`src/rtl/lsync_pkg.sv`:
```
package lsync_pkg;

  typedef enum logic [1:0] {
    CH_IDLE   = 2'b00,
    CH_CAREXT = 2'b01,
    CH_DATA   = 2'b10,
    CH_BAD    = 2'b11
  } chr_kind_e;

  typedef enum logic [1:0] {
    LM_HUNT   = 2'b00,
    LM_LOCKED = 2'b01,
    LM_CHECK  = 2'b10
  } link_mode_e;

endpackage

```
`src/rtl/lsync_run_counter.sv`:
```
// Counts consecutive qualifying events; 'hit' fires on the event completing the run.
module lsync_run_counter #(
  parameter int LIMIT = 4
) (
  input  logic clk,
  input  logic rst,
  input  logic clr,
  input  logic inc,
  output logic hit
);
  localparam int CW = $clog2(LIMIT + 1);

  logic [CW-1:0] cnt_q;

  assign hit = inc && (cnt_q == CW'(LIMIT - 1));

  always_ff @(posedge clk) begin
    if (rst || clr) begin
      cnt_q <= '0;
    end else if (inc && (cnt_q < CW'(LIMIT - 1))) begin
      cnt_q <= cnt_q + 1'b1;
    end
  end


  run_bound_chk: assert property (@(posedge clk) disable iff (rst)
    cnt_q < CW'(LIMIT));


  run_clear_chk: assert property (@(posedge clk) disable iff (rst)
    clr |=> (cnt_q == '0));

endmodule

```
`src/rtl/lsync_mode_ctrl.sv`:
```
module lsync_mode_ctrl
  import lsync_pkg::*;
(
  input  logic       clk,
  input  logic       rst,
  input  logic       chr_valid,
  input  chr_kind_e  chr_kind,
  input  logic       hunt_hit,
  input  logic       loss_hit,
  input  logic       recover_hit,
  output link_mode_e mode_q,
  output logic       mode_change
);
  link_mode_e mode_d;

  always_comb begin
    mode_d = mode_q;
    if (chr_valid) begin
      unique case (mode_q)
        LM_HUNT:   if (chr_kind == CH_DATA || hunt_hit) mode_d = LM_LOCKED;
        LM_LOCKED: if (chr_kind == CH_BAD) mode_d = LM_CHECK;
        LM_CHECK: begin
          if (loss_hit)         mode_d = LM_HUNT;
          else if (recover_hit) mode_d = LM_LOCKED;
        end
        default:   mode_d = LM_HUNT;
      endcase
    end
  end

  assign mode_change = (mode_d != mode_q);

  always_ff @(posedge clk) begin
    if (rst) mode_q <= LM_HUNT;
    else     mode_q <= mode_d;
  end


  hunt_data_lock_chk: assert property (@(posedge clk) disable iff (rst)
    (mode_q == LM_HUNT && chr_valid && chr_kind == CH_DATA) |=> (mode_q == LM_LOCKED));


  locked_bad_check_chk: assert property (@(posedge clk) disable iff (rst)
    (mode_q == LM_LOCKED && chr_valid && chr_kind == CH_BAD) |=> (mode_q == LM_CHECK));


  check_loss_hunt_chk: assert property (@(posedge clk) disable iff (rst)
    (mode_q == LM_CHECK && loss_hit) |=> (mode_q == LM_HUNT));


  check_recover_lock_chk: assert property (@(posedge clk) disable iff (rst)
    (mode_q == LM_CHECK && recover_hit) |=> (mode_q == LM_LOCKED));


  hunt_no_check_chk: assert property (@(posedge clk) disable iff (rst)
    (mode_q == LM_HUNT) |=> (mode_q != LM_CHECK));


  no_strobe_hold_chk: assert property (@(posedge clk) disable iff (rst)
    !chr_valid |=> $stable(mode_q));

endmodule

```
`src/rtl/lsync_data_gate.sv`:
```
module lsync_data_gate
  import lsync_pkg::*;
#(
  parameter int DATA_W = 8
) (
  input  logic              clk,
  input  logic              rst,
  input  logic              chr_valid,
  input  chr_kind_e         chr_kind,
  input  logic [DATA_W-1:0] chr_data,
  input  logic              locked,
  output logic              out_valid,
  output logic [DATA_W-1:0] out_data
);
  logic fwd;

  assign fwd = chr_valid && (chr_kind == CH_DATA) && locked;

  always_ff @(posedge clk) begin
    if (rst) begin
      out_valid <= 1'b0;
      out_data  <= '0;
    end else begin
      out_valid <= fwd;
      if (fwd) out_data <= chr_data;
    end
  end


  fwd_only_data_chk: assert property (@(posedge clk) disable iff (rst)
    out_valid |-> $past(chr_valid && chr_kind == CH_DATA && locked));


  fwd_byte_chk: assert property (@(posedge clk) disable iff (rst)
    out_valid |-> (out_data == $past(chr_data)));

endmodule

```
`src/rtl/lsync_link_monitor.sv`:
```
module lsync_link_monitor
  import lsync_pkg::*;
#(
  parameter int DATA_W      = 8,
  parameter int HUNT_RUN    = 3,
  parameter int LOSS_RUN    = 4,
  parameter int RECOVER_RUN = 4
) (
  input  logic              clk,
  input  logic              rst,
  input  logic              chr_valid,
  input  logic [1:0]        chr_kind,
  input  logic [DATA_W-1:0] chr_data,
  output logic [1:0]        link_mode,
  output logic              link_sync,
  output logic              out_valid,
  output logic [DATA_W-1:0] out_data
);
  chr_kind_e  kind;
  link_mode_e mode;
  logic       mode_change;
  logic       is_fill, is_bad, in_hunt, in_check;
  logic       hunt_hit, loss_hit, recover_hit;

  assign kind     = chr_kind_e'(chr_kind);
  assign is_fill  = (kind == CH_IDLE) || (kind == CH_CAREXT);
  assign is_bad   = (kind == CH_BAD);
  assign in_hunt  = chr_valid && (mode == LM_HUNT);
  assign in_check = chr_valid && (mode == LM_CHECK);

  lsync_run_counter #(.LIMIT(HUNT_RUN)) hunt_run_i (
    .clk (clk),
    .rst (rst),
    .clr (mode_change || (in_hunt && !is_fill)),
    .inc (in_hunt && is_fill),
    .hit (hunt_hit)
  );

  lsync_run_counter #(.LIMIT(LOSS_RUN)) loss_run_i (
    .clk (clk),
    .rst (rst),
    .clr (mode_change || (in_check && !is_bad)),
    .inc (in_check && is_bad),
    .hit (loss_hit)
  );

  lsync_run_counter #(.LIMIT(RECOVER_RUN)) recover_run_i (
    .clk (clk),
    .rst (rst),
    .clr (mode_change || (in_check && is_bad)),
    .inc (in_check && !is_bad),
    .hit (recover_hit)
  );

  lsync_mode_ctrl ctrl_i (
    .clk         (clk),
    .rst         (rst),
    .chr_valid   (chr_valid),
    .chr_kind    (kind),
    .hunt_hit    (hunt_hit),
    .loss_hit    (loss_hit),
    .recover_hit (recover_hit),
    .mode_q      (mode),
    .mode_change (mode_change)
  );

  lsync_data_gate #(.DATA_W(DATA_W)) gate_i (
    .clk       (clk),
    .rst       (rst),
    .chr_valid (chr_valid),
    .chr_kind  (kind),
    .chr_data  (chr_data),
    .locked    (mode != LM_HUNT),
    .out_valid (out_valid),
    .out_data  (out_data)
  );

  assign link_mode = mode;
  assign link_sync = (mode != LM_HUNT);


  sync_flag_chk: assert property (@(posedge clk) disable iff (rst)
    (link_sync == (link_mode != 2'b00)));

endmodule

```
`config.mk`:
```
export PLATFORM = sky130hd
export DESIGN_NAME = lsync_link_monitor
export DESIGN_NICKNAME = d
export VERILOG_FILES = /design/src/rtl/lsync_pkg.sv /design/src/rtl/lsync_run_counter.sv /design/src/rtl/lsync_mode_ctrl.sv /design/src/rtl/lsync_data_gate.sv /design/src/rtl/lsync_link_monitor.sv
export SDC_FILE = /design/constraint.sdc
export NUM_CORES = 1
export LEC_CHECK = 0
export BUFFER_PORTS_ARGS = -buffer_cell sky130_fd_sc_hd__buf_2
export CAP_MARGIN = 20
export CORE_AREA = 2 2 48 50
export DETAILED_ROUTE_END_ITERATION = 16
export DIE_AREA = 0 0 50 52
export GPL_TIMING_DRIVEN = 1
export PLACE_DENSITY = 0.86
export SLEW_MARGIN = 10
export SYNTH_ARGS = -nofsm -noshare
export SYNTH_HDL_FRONTEND = slang
export SYNTH_SLANG_ARGS = --single-unit
export TNS_END_PERCENT = 5
```
`constraint.sdc`:
```
create_clock -name clk -period 1.75 [get_ports clk]
set_input_delay 0.35 -clock clk [delete_from_list [all_inputs] [get_ports clk]]
set_output_delay 0.35 -clock clk [all_outputs]
set_load 0.02 [all_outputs]
```
Yosys cells after proc, flatten, opt, wreduce, memory -nomap -nowiden
Index checks and enable logic that the tools add are counted.
{"block": "op_classes", "n_addsub": 3, "order_cmp": 3, "n_eq_ne": 9, "muxes": 6, "reduce_logical": 27}
{"cell": "1-bit logical AND", "count": 14}
{"cell": "2-bit two-way mux", "count": 5}
{"cell": "2-bit == test (second input constant)", "count": 4}
{"cell": "1-bit logical OR", "count": 8}
{"cell": "3-bit by 1-bit adder with 3-bit output (second input constant)", "count": 2}
{"cell": "3-bit by 2-bit == test with 1-bit output (second input constant)", "count": 2}
{"cell": "3-bit by 2-bit less-than comparator with 1-bit output (second input constant)", "count": 2}
{"cell": "2-bit one-hot mux with 3 select lines", "count": 1}
{"cell": "2-bit by 1-bit == test with 1-bit output (second input constant)", "count": 2}
{"cell": "2-bit logical NOT", "count": 2}
{"cell": "2-bit by 1-bit adder with 2-bit output (second input constant)", "count": 1}
{"cell": "1-bit logical NOT", "count": 2}
{"cell": "2-bit less-than comparator (second input constant)", "count": 1}
{"cell": "2-bit != test", "count": 1}
{"cell": "2-bit nonzero test", "count": 1}
{"block": "word_totals", "reg_bits": 19, "inputBits": 13, "out_inout_bits": 12, "elab_cells": 54}

Depth between registers and ports, before layout
Gate-level depths: netlist of run 1.
{"block": "logic_depth", "ltp_word": 11, "mapped_depth": 6, "depth_no_buf": 6}

Hierarchy
From an unflattened synthesis of run 1, not the netlist that was laid out.
{"block": "unflattened", "cells_unflattened": 115, "area_unflattened_um2": 1079.8}
{"module": "lsync_data_gate", "n_inst": 1, "cells_per_inst": 37, "area_each_um2": 394.1, "seq_area_each_um2": 180.2}
{"module": "lsync_run_counter at loss_run_i ...", "n_inst": 2, "cells_per_inst": 18, "area_each_um2": 175.2, "seq_area_each_um2": 60.1}
{"module": "lsync_mode_ctrl", "n_inst": 1, "cells_per_inst": 20, "area_each_um2": 152.6, "seq_area_each_um2": 40.0}
{"module": "lsync_run_counter at hunt_run_i", "n_inst": 1, "cells_per_inst": 11, "area_each_um2": 110.1, "seq_area_each_um2": 40.0}
{"module": "lsync_link_monitor", "n_inst": 1, "cells_per_inst": 11, "area_each_um2": 72.6, "seq_area_each_um2": 0.0}

Worst setup path after synthesis of run 1
Ideal clock, no wire load.
{"block": "synth_path", "kind": "flip-flop to flip-flop", "from": "register ctrl_i.mode_q[1]", "to": "register gate_i.out_data[0]", "setup_time_ps": 128, "arrival_time_ps": 1425, "required_ps": 1622, "setup_slack_ps": 198, "path_stages_with_launch": 7, "path_buffers": 2, "period_less_slack_ps": 1552, "cell_sequence": "dfxtp_1 > buf_4 > or2_1 > and3_1 > buf_6 > mux2i_1 > nor2_1"}
{"block": "synth_via", "elab_chain_len": 2}
{"item": "from (decl)", "line": "lsync_mode_ctrl.sv:11", "source": "output link_mode_e mode_q,"}
{"item": "from (signal assigned)", "line": "lsync_mode_ctrl.sv:35", "source": "else mode_q <= mode_d;"}
{"item": "2-bit nonzero test"}
{"item": "net link_sync", "line": "lsync_link_monitor.sv:15", "source": "output logic link_sync,"}
{"item": "1-bit logical AND", "line": "lsync_data_gate.sv:17", "source": "assign fwd = chr_valid && (chr_kind == CH_DATA) && locked;"}
{"item": "to (signal assigned)", "line": "lsync_data_gate.sv:25", "source": "if (fwd) out_data <= chr_data;"}
{"item": "to (decl)", "line": "lsync_data_gate.sv:13", "source": "output logic [DATA_W-1:0] out_data"}
The timed path passes the listed nets, and every way through them passes these cells.
A chain may end at the register's enable or synchronous reset.

Worst setup path in the final report of run 1
{"block": "layout_path", "from": "register recover_run_i.cnt_q[0]", "to": "register loss_run_i.cnt_q[1]"}
{"block": "layout_via", "elab_chain_len": 9}
{"item": "from (decl)", "line": "lsync_run_counter.sv:13", "source": "logic [CW-1:0] cnt_q;"}
{"item": "from (signal assigned)", "line": "lsync_run_counter.sv:21", "source": "cnt_q <= cnt_q + 1'b1;"}
{"item": "3-bit by 2-bit == test with 1-bit output", "line": "lsync_run_counter.sv:15", "source": "assign hit = inc && (cnt_q == CW'(LIMIT - 1));"}
{"item": "1-bit logical AND", "line": "lsync_run_counter.sv:15"}
{"item": "2-bit two-way mux", "line": "lsync_mode_ctrl.sv:24", "source": "else if (recover_hit) mode_d = LM_LOCKED;"}
{"item": "2-bit two-way mux", "line": "lsync_mode_ctrl.sv:23", "source": "if (loss_hit) mode_d = LM_HUNT;"}
{"item": "2-bit one-hot mux with 3 select lines", "line": "lsync_mode_ctrl.sv:19", "source": "unique case (mode_q)"}
{"item": "2-bit two-way mux", "line": "lsync_mode_ctrl.sv:18", "source": "if (chr_valid) begin"}
{"item": "2-bit != test", "line": "lsync_mode_ctrl.sv:31", "source": "assign mode_change = (mode_d != mode_q);"}
{"item": "1-bit logical OR", "line": "lsync_link_monitor.sv:42", "source": ".clr (mode_change || (in_check && !is_bad)),"}
{"item": "1-bit logical OR", "line": "lsync_run_counter.sv:18", "source": "if (rst || clr) begin"}
{"item": "to (signal assigned)", "line": "lsync_run_counter.sv:21"}
{"item": "to (decl)", "line": "lsync_run_counter.sv:13"}
Every way passes these cells.

==> results of run 1 <==
## power breakdown
group          switching, mW  total [mW]  leakage, nW  internal [mW]
sequential           0.00453       0.443        0.153          0.438
combinational         0.0550      0.0931        0.347         0.0381
clock                  0.144       0.229       0.0177         0.0851
total                  0.203       0.765        0.518          0.561
## cell type report
| cell class | count | share of cell area, % |
|---|---|---|
| inverter | 7 | 2.19 |
| timing repair buffer | 27 | 11.9 |
| clock inverter | 1 | 0.418 |
| sequential | 19 | 31.8 |
| multi-input combinational | 79 | 48.9 |
| clock buffer | 3 | 1.88 |
| tap | 28 | 2.93 |
## synthesized netlist by cell type, drive strengths merged, types with 2 or more instances
library cell  count  area, sq um
nand3             2         10.0
ha                5         62.6
mux2i             8         80.1
nor2             22         82.6
and3              2         13.8
o21ai             2         21.3
dfxtp            19          380
inv               7         26.3
nor3              4         20.0
nand2             5         18.8
a31oi             3         18.8
and2              2         15.0
buf               4         37.5
a211oi            5         37.5
o22ai             2         12.5
a21oi             2         10.0
## worst paths after layout
| check | to | slack (ps) | depth (start not counted) |
|---|---|---|---|
| worst min-delay path | gate_i.out_data[6]$_SDFFE_PP0P_ | 280 | 3 |
| worst max register to register | loss_run_i.cnt_q[1]$_SDFFE_PP0P_ | 90 | 6 |
| worst max-delay path | loss_run_i.cnt_q[1]$_SDFFE_PP0P_ | 90 | 6 |
| worst min register to register | gate_i.out_data[6]$_SDFFE_PP0P_ | 510 | 2 |
## logic make-up after synthesis
| family | count (synthesis) | share of synthesized area [%] |
|---|---|---|
| and+or+nand+nor | 45 | 23.0 |
| DFF | 19 | 37.2 |
| AOI/OAI and AO/OA | 21 | 19.3 |
| muxes | 8 | 7.82 |
| adders and majority gates | 5 | 6.11 |
| buffers and inverters | 12 | 6.60 |
## per-stage QoR
| stage | instances | area, sq um |
|---|---|---|
| floorplan | 110 | 1020 |
| global route | 164 | 1200 |
| global placement | 160 | 1160 |
| detailed placement | 160 | 1160 |
| finish | 164 | 1200 |
| CTS | 164 | 1190 |
## per-layer routing
layer / share of wire, % / GRT usage, % / up-vias
met5: 0 / 0 / -
met4: 4.8 / 16.2 / 0
met3: 4.4 / 2.59 / 10
met2: 50 / 30.9 / 28
met1: 41 / 20.6 / 410
li1: - / - / 444
## sequential cells by signal, summed over array words and instances, names as in the netlist
| signal | count |
|---|---|
| hunt_run_i.cnt_q | 2 |
| loss_run_i.cnt_q | 3 |
| gate_i.out_data | 8 |
| ctrl_i.mode_q | 2 |
| gate_i.out_valid | 1 |
| recover_run_i.cnt_q | 3 |
## timing repair
item	in CTS	in global routing
endpoints found under the hold margin	0	0
setup endpoints to repair	0	7
resized for setup	0	2
## worst reg2reg max path, delay by kind of cell (launching register included)
family	cells	cell delay (ps)
simple gates	1	150
compound gates	3	650
flops	1	360
fa+ha+maj	2	420
==> impl_metrics.tcl, run 1 <==
set metrics [dict create \
    status "complete, no violations" \
    seq_area_sq_um 380 \
    endpoint_kind "register" \
    area_growth_pct 17.0 \
    drive_gt1_share_pct 29.4 \
    ys_warn_count 0 \
    path_cells "ha_1, ha_1, a21boi_4, o221ai_4, nand3_1, a211oi_1" \
    finalCriticalPeriod_ps 1660 \
    drv_cap 0 \
    cp-startpoint "recover_run_i.cnt_q[0]$_SDFFE_PP0P_" \
    hold_path.class "input port to register" \
    post_cts.repair.setup_buffers 0 \
    worst_slack_ps 86.5 \
    worst_pin_slew_ps 312 \
    grt_pass1_vias 826 \
    critPathTopFamily "compound AO/OA/AOI/OAI gates" \
    total_power_mw 0.765 \
    crit_top_cell "ha_1" \
    routed_wl_mm 2.18 \
    track_usage_pct 18.5 \
    dr.pass1.iters 4 \
    max_freq_ghz 0.601 \
    fin_skew_ps 3.59 \
    grt_max_degree 12 \
    clkTransAtPathRegs_ps 120 \
    cts_buffers 3 \
    finalSetupViolCount 0 \
    vias 892 \
    powerDensity_mw_per_mm2 639 \
    final_util_pct 56.9 \
    hold_buffers 0 \
    power_leakage_nw 0.518 \
    min_period_over_period_pct 95.1 \
    cts_tree "yes" \
    syn_inst 110 \
    crit_type "register to register" \
    root_buffer "clkbuf_4" \
    htree_levels 1 \
    gp_congestion 0.914 \
    final_cell_mix "24 x buf_2, 21 x nor2_1, 19 x dfxtp_1" \
    core-area_sq_mm 0.00211 \
    netlist_area_sq_mm 0.00102 \
    final_nets 155 \
    grt_pass1_wl_mm 3.55 \
    synth_nets 128 \
    ant_nets 0 \
    overflow 0 \
    fillCellCount 182 \
    cts_max_path_buffers 2 \
    ir_worst_vdd_uv 490 \
    worst_path_max_delay_cell "dfxtp_1" \
    place_ws_ps 74.3 \
    holdWs_ps 275 \
    crit_arrival_ps 1870 \
    num_io_pins 25 \
    avgSynthCellArea_sq_um 9.30 \
    yosysSeqAreaShare_pct 37.2 \
    viasPerCell 5.44 \
    num_antenna_cells 0 \
    synth.distinct_cells 36 \
    hold_viol_final 0 \
    ys_seq_elements 19 \
    multiInputGateArea_sq_um 586 \
    relSlewSlack_pct 78.9 \
    port_buffers 24 \
    r2r-start "recover_run_i.cnt_q[0]$_SDFFE_PP0P_" \
    avgRoutedWirePerCell_um 13.3 \
    die_area_sq_mm 0.00260 \
    path_buf_inv 0 \
    final_common_cell "buf_2" \
    ys.flop_type "dfxtp_1" \
    async_flop_share_pct 0 \
    std_cell_rows 17 \
    dp.final_hpwl_mm 1.60 \
    antenna_found_initial 0 \
    start_util_pct 48.6 \
    drv_slew 0 \
    fp.dieH_um 52 \
    crit_fanout 5 \
    hold_start "chr_data[6]" \
    clock-sinks 19 \
    die-width_um 50 \
    clk_latency_ps 300 \
    fin_setup_tns_ps 0 \
    synth_edf_count 0 \
    required_ps 1960 \
    drc 0 \
    cpPeakStageDelay_ps 360 \
    cp-start-kind "register" \
    drt-initial-drc-count 10 \
]
(Power assumes the default switching activity.)
==> run 2, diff against run 1 <==
clock period = 1.7 ns   (was 1.75 ns; I/O delays follow)
==> run 2 against run 1 <==
Effect of this change: global-route usage increased by 0.24 points; via count decreased by 2.9%; sequential share of layout area decreased by 0.056 points; core utilization increased by 0.48 points; setup slack improved by 12 ps.
==> impl_metrics.tcl, run 2 (synthesis gave the netlist of run 1 again) <==
set metrics [dict create \
    clkTransAtPathRegs_ps 110 \
    relSlewSlack_pct 73.0 \
    ant_nets 0 \
    post_cts.repair.setup_buffers 0 \
    avgRoutedWirePerCell_um 13.8 \
    core-area_sq_mm 0.00211 \
    drc 0 \
    fin_skew_ps 2.94 \
    num_antenna_cells 0 \
    grt_max_degree 12 \
    grt_pass1_wl_mm 3.73 \
    cp-start-kind "register" \
    max_freq_ghz 0.625 \
    finalSetupViolCount 0 \
    clock-sinks 19 \
    die-width_um 50 \
    antenna_found_initial 0 \
    cts_buffers 3 \
    std_cell_rows 17 \
    crit_arrival_ps 1830 \
    final_cell_mix "24 x buf_2, 21 x nor2_1, 17 x dfxtp_1" \
    clk_latency_ps 290 \
    power_leakage_nw 0.519 \
    worst_pin_slew_ps 404 \
    hold_viol_final 0 \
    dr.pass1.iters 4 \
    root_buffer "clkbuf_4" \
    status "complete, no violations" \
    min_delay_path_depth 3 \
    finalCriticalPeriod_ps 1600 \
    cts_max_path_buffers 2 \
    rr_endpoint "recover_run_i.cnt_q[1]$_SDFFE_PP0P_" \
    htree_levels 1 \
    area_growth_pct 18.0 \
    reg2reg_slack_ps 100 \
    largest_reg_flops 8 \
    fillCellCount 193 \
    num_io_pins 25 \
    required_ps 1930 \
    min_period_over_period_pct 94.2 \
    r2r-start "recover_run_i.cnt_q[0]$_SDFFE_PP0P_" \
    fp.dieH_um 52 \
    endpoint_kind "register" \
    drt-initial-drc-count 6 \
    track_usage_pct 18.7 \
    largest_register "gate_i.out_data" \
    final_common_cell "buf_2" \
    drv_cap 0 \
    dp.final_hpwl_mm 1.74 \
    drive_gt1_share_pct 32.6 \
    reg2reg_depth 6 \
    holdPathEnd "gate_i.out_data[1]$_SDFFE_PP0P_" \
    fin_setup_tns_ps 0 \
    worst_slack_ps 99.0 \
    reg_top3 "gate_i.out_data: 8 flops, loss_run_i.cnt_q: 3 flops, recover_run_i.cnt_q: 3 flops" \
    port_buffers 24 \
    viasPerCell 5.31 \
    die_area_sq_mm 0.00260 \
    routed_wl_mm 2.25 \
    hold_start "chr_data[1]" \
    rsz0062_at_grt "false" \
    place_ws_ps 14.1 \
    crit_type "register to register" \
    overflow 0 \
    grt_pass1_vias 871 \
    powerDensity_mw_per_mm2 649 \
    hold_path.class "input port to register" \
    vias 866 \
    start_util_pct 48.6 \
    final_nets 154 \
    cts_tree "yes" \
    ir_worst_vdd_uv 350 \
    drv_slew 0 \
    gp_congestion 0.894 \
    crit_fanout 6 \
]
-- run 2: changes by cell type in the layout (fill, tap and decap cells not counted) --
cell	previous run	this run
a211oi_2	0	1
nor3_1	4	2
nor3_2	0	2
buf_4	3	2
dfxtp_2	0	2
a211oi_1	5	4
dfxtp_1	19	17
-- run 2: area by class of cell --
| type | count | area, sq um | share of cell area, % |
|---|---|---|---|
| clock buffer | 3 | 22.5 | 1.87 |
| clock inverter | 1 | 5.00 | 0.415 |
| inverter | 7 | 26.3 | 2.18 |
| multi-input combinational | 79 | 601 | 49.7 |
| sequential | 19 | 383 | 31.7 |
| tap | 28 | 35.0 | 2.90 |
| timing repair buffer | 26 | 135 | 11.2 |
-- run 2: metrics by stage --
step | area, sq um | power, mW | std cells | hold WS [ps] | utilization [%]
2_1_floorplan | 1020 | 0.530 | 110 | 435 | -
3_3_place_gp | 1150 | 0.554 | 159 | 471 | 54.7
3_5_place_dp | 1150 | 0.558 | 159 | 481 | 54.7
4_1_cts | 1180 | 0.784 | 163 | 279 | 56.3
5_1_grt | 1210 | 0.820 | 163 | 281 | 57.3
6_report | 1210 | 0.783 | 163 | 275 | 57.3
-- run 2: layer usage --
metal | vias up | share of wire (%) | GRT usage [%]
li1 | 442 | - | -
met1 | 414 | 41 | 22.3
met2 | 8 | 56 | 32.9
met3 | 2 | 2.1 | 2.59
met4 | 0 | 0.58 | 9.26
met5 | - | 0 | 0
-- run 2: worst max path at each step --
stage | from | endpoint | slack, ps | cells past startpoint
2_1_floorplan | ctrl_i.mode_q[1]$_SDFF_PP0_ | gate_i.out_data[0]$_SDFFE_PP0P_ | 150 | 6
3_3_place_gp | recover_run_i.cnt_q[0]$_SDFFE_PP0P_ | hunt_run_i.cnt_q[1]$_SDFFE_PP0P_ | 110 | 6
3_5_place_dp | recover_run_i.cnt_q[0]$_SDFFE_PP0P_ | hunt_run_i.cnt_q[1]$_SDFFE_PP0P_ | 10 | 6
4_1_cts | recover_run_i.cnt_q[0]$_SDFFE_PP0P_ | hunt_run_i.cnt_q[1]$_SDFFE_PP0P_ | 20 | 6
5_1_grt | recover_run_i.cnt_q[1]$_SDFFE_PP0P_ | recover_run_i.cnt_q[0]$_SDFFE_PP0P_ | 1 | 6
6_report | recover_run_i.cnt_q[0]$_SDFFE_PP0P_ | recover_run_i.cnt_q[1]$_SDFFE_PP0P_ | 100 | 6
-- run 2: report_power, final --
group	total, mW	internal [mW]	switching [mW]
Clock	0.231	0.0876	0.143
Sequential	0.458	0.451	0.00758
Combinational	0.0936	0.0378	0.0558
-- run 2: critical path, cell delays in order, from the launching register on --
cell	delay (ps)
dfxtp_2	360
ha_1	190
ha_1	210
a21boi_4	160
o221ai_4	210
o2111ai_4	200
nor3_2	200
-- run 2: repair_timing --
action | in CTS | in global routing
endpoints found under the setup margin | 1 | 7
hold buffers | 0 | 0
pin swaps | 0 | 2
resized for setup | 1 | 6
